==> src/rtl/bsram_pkg.sv <==
package bsram_pkg;

  typedef enum logic [1:0] {
    MODE_OFF     = 2'd0,
    MODE_READ    = 2'd1,
    MODE_WRITE   = 2'd2,
    MODE_STANDBY = 2'd3
  } bus_mode_e;

  // Read strobe wins over write strobe; select gates everything.
  function automatic bus_mode_e decode_mode(input logic sel_n,
                                            input logic rd_n,
                                            input logic wr_n);
    bus_mode_e m;
    if (sel_n)       m = MODE_OFF;
    else if (!rd_n)  m = MODE_READ;
    else if (!wr_n)  m = MODE_WRITE;
    else             m = MODE_STANDBY;
    return m;
  endfunction

  // Bit offset of a word inside the flattened storage vector.
  function automatic int word_base(input int index, input int width);
    return index * width;
  endfunction

endpackage

==> src/rtl/bsram_mode_decode.sv <==
module bsram_mode_decode
  import bsram_pkg::*;
(
  input  logic      sel_n,
  input  logic      rd_n,
  input  logic      wr_n,
  output bus_mode_e mode,
  output logic      read_cond,
  output logic      write_cond,
  output logic      standby_cond
);
  always_comb begin
    mode         = decode_mode(sel_n, rd_n, wr_n);
    read_cond    = (mode == MODE_READ);
    write_cond   = (mode == MODE_WRITE);
    standby_cond = (mode == MODE_STANDBY);
  end
endmodule

==> src/rtl/bsram_write_sync.sv <==
module bsram_write_sync (
  input  logic clk,
  input  logic rst_n,
  input  logic write_cond,
  input  logic standby_cond,
  output logic armed,
  output logic commit
);
  // armed: write condition was seen at the previous edge
  always_ff @(posedge clk) begin
    if (!rst_n) armed <= 1'b0;
    else        armed <= write_cond;
  end

  // strobe released while still selected and not reading
  assign commit = rst_n && armed && standby_cond;
endmodule

==> src/rtl/bsram_array.sv <==
module bsram_array
  import bsram_pkg::*;
#(
  parameter int ADDR_W = 5,
  parameter int DATA_W = 8
) (
  input  logic              clk,
  input  logic              we,
  input  logic [ADDR_W-1:0] waddr,
  input  logic [DATA_W-1:0] wdata,
  input  logic [ADDR_W-1:0] raddr,
  output logic [DATA_W-1:0] rdata
);
  localparam int DEPTH = 1 << ADDR_W;

  logic [DEPTH*DATA_W-1:0] flat;

  for (genvar gi = 0; gi < DEPTH; gi++) begin : g_word
    logic [DATA_W-1:0] cell_q;
    always_ff @(posedge clk) begin
      if (we && (waddr == ADDR_W'(gi))) cell_q <= wdata;
    end
    assign flat[word_base(gi, DATA_W) +: DATA_W] = cell_q;
  end

  always_comb begin
    rdata = '0;
    for (int i = 0; i < DEPTH; i++) begin
      if (raddr == ADDR_W'(i)) rdata = flat[word_base(i, DATA_W) +: DATA_W];
    end
  end
endmodule

==> src/rtl/bus_sram32x8.sv <==
module bus_sram32x8
  import bsram_pkg::*;
#(
  parameter int ADDR_W = 5,
  parameter int DATA_W = 8
) (
  input  logic              clk,
  input  logic              rst_n,
  input  logic [ADDR_W-1:0] addr,
  input  logic              sel_n,
  input  logic              rd_n,
  input  logic              wr_n,
  input  logic [DATA_W-1:0] din,
  output logic [DATA_W-1:0] dout,
  output logic              dout_en
);
  bus_mode_e         mode_w;
  logic              read_w, write_w, standby_w;
  logic              armed_w, commit_w;
  logic [DATA_W-1:0] word_w;

  bsram_mode_decode dec_i (
    .sel_n(sel_n), .rd_n(rd_n), .wr_n(wr_n),
    .mode(mode_w), .read_cond(read_w),
    .write_cond(write_w), .standby_cond(standby_w)
  );

  bsram_write_sync wsync_i (
    .clk(clk), .rst_n(rst_n),
    .write_cond(write_w), .standby_cond(standby_w),
    .armed(armed_w), .commit(commit_w)
  );

  bsram_array #(.ADDR_W(ADDR_W), .DATA_W(DATA_W)) arr_i (
    .clk(clk), .we(commit_w), .waddr(addr), .wdata(din),
    .raddr(addr), .rdata(word_w)
  );

  assign dout_en = read_w;
  assign dout    = read_w ? word_w : '0;
endmodule

==> config.mk <==
export PLATFORM = sky130hd
export DESIGN_NAME = bus_sram32x8
export DESIGN_NICKNAME = d
export VERILOG_FILES = /design/src/rtl/bsram_pkg.sv /design/src/rtl/bsram_mode_decode.sv /design/src/rtl/bsram_write_sync.sv /design/src/rtl/bsram_array.sv /design/src/rtl/bus_sram32x8.sv
export SDC_FILE = /design/constraint.sdc
export NUM_CORES = 1
export LEC_CHECK = 0
export BUFFER_PORTS_ARGS = -buffer_cell sky130_fd_sc_hd__buf_2
export CELL_PAD_IN_SITES_DETAIL_PLACEMENT = 1
export CELL_PAD_IN_SITES_GLOBAL_PLACEMENT = 1
export CORE_ASPECT_RATIO = 0.8
export CORE_UTILIZATION = 40
export DETAILED_ROUTE_END_ITERATION = 6
export GPL_TIMING_DRIVEN = 1
export PLACE_DENSITY = 0.6
export SYNTH_ARGS = -nofsm -noshare
export SYNTH_HDL_FRONTEND = slang
export SYNTH_SLANG_ARGS = --single-unit
==> constraint.sdc <==
create_clock -name clk -period 2.2 [get_ports clk]
set_input_delay 0.11 -clock clk [delete_from_list [all_inputs] [get_ports clk]]
set_output_delay 0.11 -clock clk [all_outputs]
set_load 0.005 [all_outputs]
==> results.py <==
metrics = {
    "synthesis": {
        "synth_commonest_cells": "edfxtp_1, nor2_1, a21oi_1, o21ai_0, nand2_1",
        "syn_inst": 853,
        "netlist_top_cells_area": "edfxtp_1, a21oi_1, o21ai_0",
        "ys.warnings.count": 0,
        "syn_area_mm2": 0.01159,
        "yosysTopAreaCellShare_pct": 66.31,
        "synth_edf_count": 256,
        "yosys.area.top_type": "edfxtp_1",
        "ys_async_sr_fraction_pct": 0,
        "synth.distinct_cells": 79,
        "ys.flop_type": "edfxtp_1",
        "syn_nets": 871,
        "ys_seq_elements": 257,
        "synth.most_common_cell": "edfxtp_1",
        "syn_area_per_cell_um2": 13.59,
        "yosysSeqAreaShare_pct": 66.48,
    },
    "setup_path": {
        "endpoint": "dout[6]",
        "worstPathMaxFanout": 1,
        "end_kind": "output port",
        "setup.worst_path.start": "arr_i.g_word[3].cell_q[6]",
        "r2r_slack_ns": 0.52,
        "cp_cell_sequence": "mux4_2 > a211oi_4 > nor3_4 > o211ai_1 > a21oi_1 > buf_2",
        "cp.arrival_ns": 2.54,
        "crit_required_ns": 2.09,
        "worstRegToRegCells": 5,
        "crit_type": "reg -> out",
        "cpPeakStageDelay_ns": 0.51,
        "r2r-end": "arr_i.g_word[2].cell_q[2]",
        "r2r_start": "wsync_i.armed",
        "startpoint_type": "register",
        "slowest_stage": "mux4_2",
    },
    "pwr": {
        "p_sw_share_pct": 23.73,
        "leakagePower_nw": 5.339,
        "peakVddDrop_uv": 699.6,
        "share_comb_of_total_power_pct": 10.0,
        "pwr_density_cell_mw_per_mm2": 751.9,
        "pwr-share-seq_pct": 47.4,
        "p_int_w": 0.008664,
        "clkPwrFrac_pct": 42.6,
        "p_sw_w": 0.002696,
    },
    "hold_path": {
        "hold_class": "in -> reg",
    },
    "die": {
        "core_mm2": 0.02835,
        "start_util_pct": 40.89,
        "rows": 55,
        "die-area_mm2": 0.02967,
        "die_w_um": 192.3,
        "die_h_um": 154.3,
        "ios": 27,
    },
    "sta": {
        "tns_ns": -1.915,
        "setup_viol": 8,
        "rsz0062_at_grt": "true",
        "finalCritPeriodShare_pct": 120.6,
        "worst_slew_pin_slew_ns": 0.9527,
        "fin_worst_skew_ns": 0.01950,
        "max_slew_margin_pct": 36.49,
        "setup_ws_ns": -0.4534,
        "finalHoldViolations": 0,
        "max_freq_mhz": 376.9,
        "fin_crit_ns": 2.653,
        "slew_viol_final": 0,
    },
    "clocking": {
        "clk_path_buf_depth": 3,
        "cts_tree": "done",
        "cts_sinks": 257,
        "htree_levels": 1,
        "clkLatencyLatePin_ns": 0.56,
        "cts_root_buf": "clkbuf_16",
        "cts_made_buffers": 27,
        "cts.clk_slew.worst_paths_ns": 0.06,
    },
    "outcome": {
        "status": "finished, violations left",
        "violations": "negative setup slack",
    },
    "grt": {
        "met1_usage_pct": 46.88,
        "antenna_found_initial": 0,
        "track_usage_pct": 31.53,
        "grt_pass1_vias": 9542,
        "met3_usage_pct": 5.968,
        "grt_max_degree": 33,
        "grt_pass1_wl_mm": 66.54,
        "met2_usage_pct": 47.64,
        "top_usage_layer": "met2",
        "grt_overflow_total": 0,
    },
    "run": {
        "cap_violations": 0,
    },
    "route": {
        "firstDrtPassIters": 7,
        "drt_wl_total_mm": 45.71,
        "ant_nets": 0,
        "drc_errors": 0,
        "dr_total_vias": 9117,
        "wl_per_cell_um": 30.55,
        "routed_via_density": 6.094,
        "drt_iter0_markers": 1014,
    },
    "cells_and_area": {
        "post-route-util_pct": 53.29,
        "n_antenna_cell": 0,
        "n_fill_cell": 2855,
        "final_cells": 1496,
        "area_growth_syn_to_layout_pct": 30.31,
        "fin_nets": 1124,
        "drive_above_1_share_pct": 36.68,
    },
    "place": {
        "io_buffers": 26,
        "dp_hpwl_mm": 32.53,
        "place.gp.congestion": 0.9852,
        "placed_cells": 1444,
    },
}
==> layer usage <==
metal  wire length, um  part of all wire (%)  up-vias
met1             20890                    46     4746
li1                  -                     -     3903
met4               904                   2.0        0
met3              3540                   7.7       79
met2             20370                    45      389
met5                 0                     0        -
==> worst max-delay path, delay by kind of cell, from the launching register on <==
family / cells / cell delay, ns
AO/OA/AOI/OAI: 3 / 0.87
buffers and inverters: 1 / 0.16
flip-flops: 1 / 0.37
multiplexers: 1 / 0.51
AND/OR/NAND/NOR: 1 / 0.08
==> how the worst min path moves through the flow <==
stage / start / endpoint / slack [ns] / cells past startpoint
2_1_floorplan: din[0] / arr_i.g_word[0].cell_q[0] / 0.21 / 0
3_3_place_gp: rst_n / wsync_i.armed / 0.36 / 2
3_5_place_dp: rst_n / wsync_i.armed / 0.37 / 2
4_1_cts: din[0] / arr_i.g_word[22].cell_q[0] / 0.20 / 1
5_1_grt: din[0] / arr_i.g_word[21].cell_q[0] / 0.21 / 1
6_report: din[0] / arr_i.g_word[21].cell_q[0] / 0.22 / 1
==> through the flow <==
step                      worst slack [ns]  hold slack [ns]  cell area, um2  power [W]
final                              -0.4534           0.2216           15110    0.01136
after global routing               -0.5477           0.2103           15110    0.01160
after CTS                          -0.4838           0.1982           15060    0.01137
after detailed placement           -0.6421           0.3744           13850   0.006533
after global placement             -0.7022           0.3636           13850   0.006520
after floorplan                     0.1931           0.2089           11590   0.005915
==> cell type report <==
cell class                 count  area (um2)  area share (%)
sequential                   257        7707           51.01
multi-input combinational    526        3786           25.06
timing repair buffer         286        2200           14.56
clock buffer                  30       686.9           4.547
tap                          370       462.9           3.064
clock inverter                19       235.2           1.557
inverter                       8       30.03          0.1988
==> sequential cells by signal (all words and copies together) (netlist names) <==
| register | flops |
|---|---|
| wsync_i.armed | 1 |
| arr_i.g_word.cell_q | 256 |
==> placed cells by master (no fill, tap or decap), types with 6 or more instances in the layout <==
cell type | netlist | layout
a211oi_1 | 13 | 8
a21o_1 | 7 | 7
a21oi_1 | 53 | 47
a21oi_2 | 1 | 7
a22oi_1 | 11 | 9
and3_1 | 7 | 7
and3b_1 | 7 | 7
buf_12 | 0 | 8
buf_2 | 28 | 24
buf_4 | 10 | 250
clkbuf_16 | 0 | 27
clkinvlp_4 | 0 | 6
edfxtp_1 | 256 | 256
inv_1 | 8 | 8
mux2_2 | 11 | 10
mux2i_1 | 17 | 17
nand2_1 | 33 | 33
nand2b_1 | 13 | 13
nand3_1 | 19 | 19
nand3b_1 | 8 | 8
nor2_1 | 58 | 55
nor2b_1 | 14 | 14
nor3_1 | 31 | 27
o211ai_1 | 13 | 13
o21a_1 | 8 | 8
o21ai_0 | 47 | 38
o21ai_1 | 3 | 9
o221ai_1 | 13 | 9
o22ai_1 | 17 | 17
or2_2 | 7 | 7
==> what timing repair did <==
item / CTS / global route
gates resized for setup: 63 / 8
pin swaps: 34 / 13
hold endpoints to repair: 1 / 0
hold buffers: 2 / 0
setup buffers: 3 / 1
gates cloned: 0 / 0
setup endpoints to repair: 8 / 8
==> logic make-up (layout without fill, tap and decap cells) <==
group | after synthesis | after routing | share of synthesized area, %
flops | 257 | 257 | 66.48
compound gates | 259 | 259 | 15.53
simple gates | 237 | 237 | 11.59
mux | 30 | 30 | 2.925
buf+inv | 70 | 343 | 3.475
==> power groups by stage <==
stage | combinational (W) | clock [W] | sequential, W
CTS | 0.00110 | 0.00488 | 0.00538
global placement | 0.00103 | 0 | 0.00549
floorplan | 0.000426 | 0 | 0.00549
detailed placement | 0.00104 | 0 | 0.00549
global route | 0.00117 | 0.00505 | 0.00538
finish | 0.00113 | 0.00484 | 0.00538
(Power assumes the default switching activity.)
